$ cat src/rtl/fwd_pkg.sv
// Package: shared constants and the select encoding for the forwarding unit.
// Assumes register numbers fit in REG_W bits and that register 0 is hard-wired.
package fwd_pkg;
    localparam int SEL_W = 2;

    // Operand source select; the bit pattern is decoded by the operand muxes.
    typedef enum logic [SEL_W-1:0] {
        SEL_RF = 2'b00,
        SEL_MW = 2'b01,
        SEL_EM = 2'b10
    } fwd_sel_e;
endpackage

$ cat src/rtl/fwd_src_match.sv
// Module: fwd_src_match
// Says whether one older pipeline stage is a valid forwarding source for one
// operand. Assumes register 0 reads as zero, so it is never a source.
module fwd_src_match #(
    parameter int REG_W = 5
) (
    input  logic [REG_W-1:0] src,
    input  logic [REG_W-1:0] dst,
    input  logic             wr,
    output logic             hit
);
    localparam logic [REG_W-1:0] ZERO_REG = '0;

    // Qualified match: stage writes, target is not register 0, numbers equal.
    always_comb begin
        hit = wr && (dst != ZERO_REG) && (dst == src);
    end
endmodule

$ cat src/rtl/fwd_operand_sel.sv
// Module: fwd_operand_sel
// Picks the source of one ALU operand. The execute/memory stage outranks the
// memory/writeback stage because it holds the younger, newer result.
// Assumes both older stages carry only ALU producers (load-use is handled elsewhere).
module fwd_operand_sel
    import fwd_pkg::*;
#(
    parameter int REG_W = 5
) (
    input  logic [REG_W-1:0] src,
    input  logic [REG_W-1:0] em_dst,
    input  logic             em_wr,
    input  logic [REG_W-1:0] mw_dst,
    input  logic             mw_wr,
    output fwd_sel_e         sel
);
    logic em_hit;
    logic mw_hit;

    fwd_src_match #(.REG_W(REG_W)) u_em_match (
        .src (src),
        .dst (em_dst),
        .wr  (em_wr),
        .hit (em_hit)
    );

    fwd_src_match #(.REG_W(REG_W)) u_mw_match (
        .src (src),
        .dst (mw_dst),
        .wr  (mw_wr),
        .hit (mw_hit)
    );

    // Priority choice: younger producer first, then older, else register file.
    always_comb begin
        if (em_hit) begin
            sel = SEL_EM;
        end else if (mw_hit) begin
            sel = SEL_MW;
        end else begin
            sel = SEL_RF;
        end
    end
endmodule

$ cat src/rtl/fwd_unit.sv
// Module: fwd_unit (top)
// Forwarding select generator for the two execute-stage ALU operands.
// Purely combinational: no clock, no reset. Operand A follows ex_rs and
// operand B follows ex_rt; one selector instance per operand.
module fwd_unit
    import fwd_pkg::*;
#(
    parameter int REG_W = 5
) (
    input  logic [REG_W-1:0] ex_rs,
    input  logic [REG_W-1:0] ex_rt,
    input  logic [REG_W-1:0] em_dst,
    input  logic             em_wr,
    input  logic [REG_W-1:0] mw_dst,
    input  logic             mw_wr,
    output logic [SEL_W-1:0] sel_a,
    output logic [SEL_W-1:0] sel_b
);
    localparam int NUM_OPS = 2;

    logic [REG_W-1:0] op_src [NUM_OPS];
    fwd_sel_e         op_sel [NUM_OPS];

    // Gather the per-operand source register numbers.
    always_comb begin
        op_src[0] = ex_rs;
        op_src[1] = ex_rt;
    end

    for (genvar g = 0; g < NUM_OPS; g++) begin : g_op
        fwd_operand_sel #(.REG_W(REG_W)) u_sel (
            .src    (op_src[g]),
            .em_dst (em_dst),
            .em_wr  (em_wr),
            .mw_dst (mw_dst),
            .mw_wr  (mw_wr),
            .sel    (op_sel[g])
        );
    end

    // Present the selects as plain vectors at the ports.
    always_comb begin
        sel_a = op_sel[0];
        sel_b = op_sel[1];
    end
endmodule

$ cat config.mk
export PLATFORM = sky130hd
export DESIGN_NAME = fwd_unit
export DESIGN_NICKNAME = d
export VERILOG_FILES = /design/src/rtl/fwd_pkg.sv /design/src/rtl/fwd_src_match.sv /design/src/rtl/fwd_operand_sel.sv /design/src/rtl/fwd_unit.sv
export SDC_FILE = /design/constraint.sdc
export NUM_CORES = 1
export LEC_CHECK = 0
export BUFFER_PORTS_ARGS = -buffer_cell sky130_fd_sc_hd__buf_2
export CORE_AREA = 2 2 39 41
export DETAILED_ROUTE_END_ITERATION = 16
export DIE_AREA = 0 0 41 43
export MAX_ROUTING_LAYER = met4
export SLEW_MARGIN = 25
export SYNTH_ARGS = -nofsm -noshare
export SYNTH_HDL_FRONTEND = slang
export SYNTH_HIERARCHICAL = 1
export SYNTH_SLANG_ARGS = --single-unit
$ cat constraint.sdc
create_clock -name vclk -period 1.1
set_input_delay 0 -clock vclk [all_inputs]
set_output_delay 0 -clock vclk [all_outputs]
set_load 0.1 [all_outputs]
==> After elaboration in Yosys (flattened, before gate mapping) <==
Cells that the tools add are included.
{ "word_totals": {"wordCells": 16, "inputBits": 22, "ff_bits": 0} }
{ "op_classes": {"muxes": 4, "n_reduce_logical": 8, "n_eq_ne": 4} }
{ "op_table": {"columns": ["operator", "n"], "rows": [
  ["$eq A5 B5 Y1", 4],
  ["$reduce_bool A5 Y1", 2],
  ["$logic_and A1 B1 Y1", 6],
  ["$mux W2", 2],
  ["$mux W1", 2]
]} }

==> Logic depth before layout (Yosys ltp) <==
Gate-level depths: netlist (run 1).
{ "logic_depth": {"word_depth": 5, "ltp_mapped": 4, "mapped_depth_nobuf": 4} }

==> Modules after synthesis <==
The synthesis (run 1) kept the hierarchy.
{ "by_module_without_submodules": {"columns": ["module", "seq_area_each_um2", "area_each_um2", "cells_per_inst", "n_inst"], "rows": [
  ["fwd_src_match", 0.0, 76.3, 10, 4],
  ["fwd_operand_sel", 0.0, 21.3, 2, 2]
]} }

==> Worst setup path before layout (run 1) <==
Ideal clock, no wire load.
{ "synth_timing": {"path_type": "input to output", "startpoint": "input port em_dst[0]", "endpoint": "output port sel_a[0]", "arrival_time_ns": 1.028, "required_time_ns": 1.100, "path_stages": 4, "path_buffers": 0, "path_slack_ns": 0.072, "cell_sequence": "nor4_2 o21ai_1 and4_1 nor2b_4"} }
{ "synth_between": {"elab_chain_cells": 4} }
{ "synth_lines": {"columns": ["item", "line", "rtl"], "rows": [
  ["from (decl)", "fwd_unit.sv:12", "input logic [REG_W-1:0] em_dst,"],
  ["$reduce_bool A5 Y1", "fwd_src_match.sv:16", "hit = wr && (dst != ZERO_REG) && (dst == src);"],
  ["$logic_and A1 B1 Y1", "fwd_src_match.sv:16", null],
  ["$logic_and A1 B1 Y1 (*)", "fwd_src_match.sv:16", null],
  ["named net g_op[0].u_sel.em_hit", "fwd_operand_sel.sv:17", "logic em_hit;"],
  ["$mux W2 (*)", "fwd_operand_sel.sv:36", "if (em_hit) begin"],
  ["to (decl)", "fwd_unit.sv:16", "output logic [SEL_W-1:0] sel_a,"]
]} }
The timed path passes the listed nets; every way through them passes the cells marked *.

==> Final worst setup path (run 1) <==
{ "layout_timing": {"startpoint": "input port em_dst[3]", "endpoint": "output port sel_b[0]"} }
{ "layout_between": {"elab_chain_cells": 4} }
{ "layout_lines": {"columns": ["item", "line", "rtl"], "rows": [
  ["$reduce_bool A5 Y1", "fwd_src_match.sv:16", null],
  ["$logic_and A1 B1 Y1", "fwd_src_match.sv:16", null],
  ["$logic_and A1 B1 Y1 (*)", "fwd_src_match.sv:16", null],
  ["$mux W2 (*)", "fwd_operand_sel.sv:36", null],
  ["to (decl)", "fwd_unit.sv:17", "output logic [SEL_W-1:0] sel_b"]
]} }
Mark *: on every way between the ends. The rest lies on a longest branch, timed or not.

==> out/qor.csv, run 1 <==
metric,value,unit
status,"complete, no violations",
register area share after synthesis,0,
"most common cell after layout, fill and taps aside",buf_2,
FF+latch area,0,um2
final setup fails,0,
final cell count without fillers,84,
Antenna Nets Post-Route,0,
io pins,26,
share of Yosys cell area claimed by the top area cell type,0.3022,
CP Max Fanout,4,
Worst Path Arrival,1030,ps
GRT overflow,0,
leak pwr,0.2334,nW
CP required,1100,ps
Switch Pwr,0.00009830,W
maximum clock rate,971.6,MHz
RSZ-0062 raised after global routing,no,
Slew HR,0.8584,
dpl cells,84,
Placed Area,543.0,um2
Post-Syn Instances,44,
Pint,0.00008367,W
starting density of the core,0.2514,
Post-Syn Nets,66,
Routed WL per cell,10.35,um
CLK BUF,0,
P&R area growth vs syn,62.59,%
max_cap viols,0,
Overall Global Routing Usage,0.1075,
fin. max-slew vios,0,
Hold EP,sel_a[1],
largest net degree at the start of global routing,5,
die width,41,um
Initial DRC Count,4,
GPL Wtd Cong,0.7430,
row cnt,14,
die area,0.001763,mm2
critical path class,primary input to output pin,
main combinational cell family by area after synthesis,simple AND/OR/NAND/NOR gates,
post-layout min period,1029,ps
drt pass-1 iters,2,
Synth Area per Inst,7.905,um2
Final Instance Area,565.5,um2
CP startpoint kind,primary input,
combinational power share,1.000,
first-pass GRT wire length,1345,um
yosys warns,6,
complex-gate fraction of the synthesized area,0.05755,
initial antenna violation count,0,
Core Box Area,0.001384,mm2
endpoints failing hold,0,
Tcrit/Tclk final,0.9357,
synth top area cells,"xor2_1 30%, nor4_2 14%, and4_1 10%",
Post-Synth Adder-Cell Area,0,
IO buf count,26,
diode count,0,
hpwl dp,815.4,um
Die Ht,43,um
Hold Startpoint,em_wr,
drc violations,0,
fin nets,92,
Synth Area in Simple Gates,0.4964,
sw frac,0.5402,
Worst VDD drop,0.0001248,V
"Core Util, Final",0.4087,
"commonest non-fill, non-tap cells in the layout","22 x buf_2, 12 x xor2_1",
WL final,869,um
Post-CTS Setup Bufs,0,
number of sequential cells,0,
number of global-route vias before repair,305,
Worst Hold Class,primary input to output pin,
largest area contributor in the netlist,xor2_1,
pwr/cell area,321.8,mW/mm2
Post-Syn Area,347.8,um2
setup TNS,0,ps
fillers,143,
count of cell types in the netlist,10,
Vias/cell,4.583,
WHS Path Cells,3,
Post-Synth XOR/XNOR Area,0.4029,
clock power share,0,
DR vias,385,
actual slew at the worst max-slew pin,210.7,ps
crit end category,output pin,
share of cells above drive strength 1,0.5000,
Multi-input gate area,355.3,um2
mux cell area share after synthesis,0,
share of total power in sequential cells,0,
## area by class of cell
type | count | share of cell area
Multi-Input combinational cell | 42 | 0.6283
Timing Repair Buffer | 26 | 0.3363
Tap cell | 16 | 0.03540
## per-stage QoR
step | setup WS, ps | hold WS, ps | total power (W)
2_1_floorplan | 71.83 | 338.1 | 0.00008341
3_3_place_gp | 23.72 | 488.5 | 0.0001721
3_5_place_dp | 0.1891 | 488.0 | 0.0001736
4_1_cts | 3.342 | 488.0 | 0.0001746
5_1_grt | 1.835 | 437.3 | 0.0002008
6_report | 70.72 | 431.8 | 0.0001820
## kinds of logic after synthesis
family,count (synthesis)
buffers and inverters,2
AO/OA/AOI/OAI,4
XOR/XNOR,16
AND/OR/NAND/NOR,22
## how the worst max path moves through the flow
| stage | from | end | cells after the start |
|---|---|---|---|
| final | em_dst[3] | sel_b[0] | 6 |
| after global routing | em_dst[3] | sel_b[0] | 6 |
| after CTS | em_dst[0] | sel_b[0] | 6 |
| after detailed placement | em_dst[0] | sel_b[0] | 6 |
| after global placement | em_dst[0] | sel_b[0] | 6 |
| after floorplan | em_dst[0] | sel_a[0] | 4 |
## worst max-delay path, cell delays in order
cell     delay (ps)
buf_2           150
nor4_4          270
o21ai_1         100
and4_4          200
nor2b_4         130
buf_12          180
## per-layer routing
layer | part of all wire | track usage | vias to the layer above
met5 | 0 | - | -
met4 | 0 | 0 | 0
met3 | 0.041 | 0 | 0
met2 | 0.51 | 0.1719 | 10
met1 | 0.45 | 0.1582 | 173
li1 | - | - | 202
## Yosys cell counts (all sizes together)
| master | instances |
|---|---|
| xor2 | 12 |
| and4 | 4 |
| nand2 | 4 |
| nor3 | 4 |
| nor4 | 4 |
| o21ai | 4 |
| or2 | 4 |
| xnor2 | 4 |
| buf | 2 |
| nor2b | 2 |
## power by group through the flow
stage / combinational [W] / clock (W) / sequential (W)
floorplan: 0.0000834 / 0 / 0
global placement: 0.000172 / 0 / 0
detailed placement: 0.000174 / 0 / 0
CTS: 0.000175 / 0 / 0
global route: 0.000201 / 0 / 0
finish: 0.000182 / 0 / 0
## repair_timing
action	in CTS	in global routing
endpoints found under the setup margin	0	2
gates resized for setup	0	6
hold buffers	0	0
Power figures use the tool's default switching activity.
==> inputs of run 2 (changes only) <==
==> constraint.sdc (replaced) <==
create_clock -name vclk -period 0.8
set_input_delay 0 -clock vclk [all_inputs]
set_output_delay 0 -clock vclk [all_outputs]
set_load 0.1 [all_outputs]
==> out/qor.csv, run 2 (same netlist as run 1, synthesis figures left out) <==
metric,value,unit,change
number of global-route vias before repair,388,,+27%
Overall Global Routing Usage,0.1198,,+0.01228
IO buf count,26,,unchanged
CLK BUF,0,,unchanged
FF+latch area,0,um2,unchanged
clock power share,0,,unchanged
diode count,0,,unchanged
Slew HR,0.8517,,-0.006667
WL final,1019,um,+17%
failing checks,setup timing,,
combinational power share,1.000,,about the same
final setup fails,4,,+4
fin. max-slew vios,0,,unchanged
Vias/cell,4.591,,+0.17%
endpoints failing hold,0,,unchanged
DR vias,404,,+4.9%
Routed WL per cell,11.58,um,+12%
max_cap viols,0,,unchanged
Switch Pwr,0.0001505,W,+53%
post-layout min period,966.7,ps,
Initial DRC Count,2,,-2
die width,41,um,unchanged
Worst Path Arrival,970,ps,-60 ps
CP Max Fanout,4,,unchanged
Post-CTS Hold Buffers,0,,unchanged
initial antenna violation count,0,,unchanged
"Core Util, Final",0.5190,,+0.1103
critical path class,primary input to output pin,,
CP startpoint kind,primary input,,
"most common cell after layout, fill and taps aside",buf_6,,
Post-CTS Setup Bufs,0,,unchanged
GRT overflow,0,,unchanged
io pins,26,,unchanged
RSZ-0062 raised after global routing,yes,,
critical-path cell list,"buf_2, or2_0, o21ai_1, and4_1, nor2b_4, buf_12",,
Worst path top cell family by delay,simple AND/OR/NAND/NOR gates,,
number of sequential cells,0,,unchanged
pwr/cell area,464.9,mW/mm2,+44%
drc violations,0,,unchanged
Worst Hold Class,primary input to output pin,,
sw frac,0.4508,,-0.08940
die area,0.001763,mm2,unchanged
P&R area growth vs syn,106.5,%,
fin nets,96,,+4.3%
CP required,800,ps,-300 ps
Final Power,0.0003339,W,+83%
largest net degree at the start of global routing,5,,unchanged
crit end category,output pin,,
"commonest non-fill, non-tap cells in the layout","13 x buf_6, 10 x xor2_1, 7 x buf_2",,
first-pass GRT wire length,1524,um,+13%
share of cells above drive strength 1,0.5972,,+0.09722
Worst VDD drop,0.0002149,V,+72%
drt pass-1 iters,2,,unchanged
Core Box Area,0.001384,mm2,unchanged
pre-CTS WS,-248.3,ps,-248.5 ps
share of total power in sequential cells,0,,unchanged
leak pwr,0.2913,nW,+25%
Die Ht,43,um,unchanged
starting density of the core,0.2514,,unchanged
GPL Wtd Cong,0.7278,,-2.0%
Tcrit/Tclk final,1.208,,
maximum clock rate,1034,MHz,
worst-path cell with the longest stage delay,or2_0,,
Bufs and invs on worst path,2,,unchanged
Placed Area,573.1,um2,+5.5%
status,"finished, violations left",,
Final Instance Area,718.2,um2,+27%
actual slew at the worst max-slew pin,220.8,ps,+10.10 ps
Antenna Nets Post-Route,0,,unchanged
Critical Path Max Stage Delay,210,ps,-60 ps
setup TNS,-541.0,ps,-541.0 ps
final worst slack,-166.7,ps,-237.4 ps
row cnt,14,,unchanged
Pint,0.0001834,W,+120%
## run 2: timing repair
item,4_1_cts,5_1_grt
endpoints found under the setup margin,4,4
gates cloned,0,0
gates resized for setup,19,18
pin swaps,9,5
## run 2: power by group through the flow
stage,logic [W],registers (W),clock network (W)
final,0.000334,0,0
after global routing,0.000361,0,0
after CTS,0.000295,0,0
after detailed placement,0.000255,0,0
after global placement,0.000252,0,0
after floorplan,0.000115,0,0
## run 2: metal layers
metal | global-route usage | wire length [um]
met5 | - | 0
met4 | 0 | 0
met3 | 0 | 57
met2 | 0.2063 | 564
met1 | 0.1614 | 398
## run 2: through the flow
step                      std cells  hold slack (ps)
final                            88            452.0
after global routing             88            459.6
after CTS                        88            474.3
after detailed placement         88            515.6
after global placement           88            519.6
after floorplan                  44            372.7
## run 2: final cells by class
cell class	instances	area [um2]
well taps	16	20.02
repair buffers	30	321.6
fillers	138	665.6
multi-input cells	42	376.6
## run 2: path summary, 6_finish.rpt
kind / slack, ps / depth (start not counted) / to / startpoint
max: -170 / 6 / sel_a[0] / mw_dst[4]
min: 450 / 3 / sel_b[1] / em_wr
==> inputs of run 3 (changes only) <==
--- a/config.mk
+++ b/config.mk
@@ -10,6 +10,7 @@
 export DETAILED_ROUTE_END_ITERATION = 16
 export DIE_AREA = 0 0 41 43
 export MAX_ROUTING_LAYER = met4
+export RECOVER_POWER = 100
 export SLEW_MARGIN = 25
 export SYNTH_ARGS = -nofsm -noshare
 export SYNTH_HDL_FRONTEND = slang
==> constraint.sdc (replaced) <==
create_clock -name vclk -period 0.8
set_input_delay 0.04 -clock vclk [all_inputs]
set_output_delay 0.04 -clock vclk [all_outputs]
set_load 0.1 [all_outputs]
==> out/qor.csv, run 3 (same netlist as run 1, synthesis figures left out) <==
metric,value,unit,change
RSZ-0062 raised after global routing,yes,,
pwr/cell area,464.4,mW/mm2,-0.11%
Tcrit/Tclk final,1.306,,+0.09742
post-layout min period,1045,ps,+77.94 ps
CLK BUF,0,,unchanged
setup TNS,-862.4,ps,-321.4 ps
actual slew at the worst max-slew pin,216.3,ps,-4.497 ps
final cell count without fillers,89,,+1.1%
Routed WL per cell,12.25,um,+5.8%
status,"finished, violations left",,
FF+latch area,0,um2,unchanged
"commonest non-fill, non-tap cells in the layout","11 x buf_2, 11 x buf_6, 10 x xor2_1",,
Vias/cell,4.652,,+1.3%
Post-CTS Hold Buffers,0,,unchanged
CP required,760,ps,-40 ps
CP startpoint kind,primary input,,
largest net degree at the start of global routing,5,,unchanged
endpoints failing hold,0,,unchanged
Slew HR,0.8546,,+0.002904
max_cap viols,0,,unchanged
number of sequential cells,0,,unchanged
hpwl dp,852.6,um,
number of global-route vias before repair,414,,+6.7%
critical path class,primary input to output pin,,
starting density of the core,0.2514,,unchanged
crit end category,output pin,,
diode count,0,,unchanged
drc violations,0,,unchanged
Overall Global Routing Usage,0.1259,,+0.006141
failing checks,setup timing,,
fin. max-slew vios,0,,unchanged
CP Max Fanout,2,,-2
die area,0.001763,mm2,unchanged
share of cells above drive strength 1,0.5890,,-0.008181
Die Ht,43,um,unchanged
GPL Wtd Cong,0.8571,,+18%
final setup fails,4,,unchanged
maximum clock rate,957.2,MHz,-7.5%
drt pass-1 iters,4,,+2
GRT overflow,0,,unchanged
die width,41,um,unchanged
WL final,1090,um,+7.0%
IO buf count,26,,unchanged
Initial DRC Count,3,,+1
row cnt,14,,unchanged
Worst Hold Class,primary input to output pin,,
initial antenna violation count,0,,unchanged
leak pwr,0.2865,nW,-1.6%
dpl cells,89,,+1.1%
P&R area growth vs syn,100.0,%,
first-pass GRT wire length,1593,um,+4.5%
io pins,26,,unchanged
final worst slack,-244.7,ps,-77.94 ps
Worst VDD drop,0.0002372,V,+10%
DR vias,414,,+2.5%
Antenna Nets Post-Route,0,,unchanged
fin nets,97,,+1.0%
Worst Path Arrival,1000,ps,+30 ps
Core Box Area,0.001384,mm2,unchanged
run 3: cell count changes in the layout (fill, tap and decap cells not counted):
cell	before	now
nor3_1	1	2
buf_2	7	11
nor3_2	3	2
buf_8	2	1
buf_6	13	11
run 3: what timing repair did:
item	4_1_cts	5_1_grt
buffers inserted	0	0
cloned	0	0
pin swaps	12	6
setup endpoints to repair	4	4
resized for setup	13	11
run 3: worst paths after layout:
path	cells past startpoint	slack, ps	endpoint	start
worst max-delay path	6	-240	sel_b[0]	ex_rt[1]
worst min-delay path	3	560	sel_a[1]	em_wr
run 3: area by class of cell:
cell class	instances	area, um2
Fill cell	135	688.2
Multi-Input combinational cell	42	371.6
Tap cell	16	20.02
Timing Repair Buffer	31	304.0
run 3: routing by layer:
layer / vias to the layer above / GRT usage / part of all wire
met5: - / - / 0
met4: 0 / 0.02667 / 0.017
met3: 2 / 0 / 0.021
met2: 8 / 0.2281 / 0.59
met1: 192 / 0.1456 / 0.37
li1: 212 / - / -
run 3: critical path, stage by stage:
cell     delay (ps)
buf_6           100
xor2_1          150
nor3_1          170
and4_1          210
nor2b_4         150
buf_12          180
run 3: power breakdown:
group          internal [W]  switching, W  total [W]
registers                 0             0          0
clock network             0             0          0
logic              0.000173      0.000150   0.000323
total              0.000173      0.000150   0.000323
run 3: through the flow:
step | power, W | instance area [um2] | hold WS, ps | setup WS [ps] | utilization
2_1_floorplan | 0.0001228 | 377.9 | 408.5 | -276.6 | -
3_5_place_dp | 0.0002617 | 585.6 | 532.8 | -292.2 | 0.4231
4_1_cts | 0.0002878 | 635.6 | 556.2 | -264.1 | 0.4593
6_report | 0.0003231 | 695.7 | 558.0 | -244.7 | 0.5027
3_3_place_gp | 0.0002573 | 585.6 | 534.8 | -283.4 | 0.4231
5_1_grt | 0.0003468 | 695.7 | 567.6 | -283.9 | 0.5027
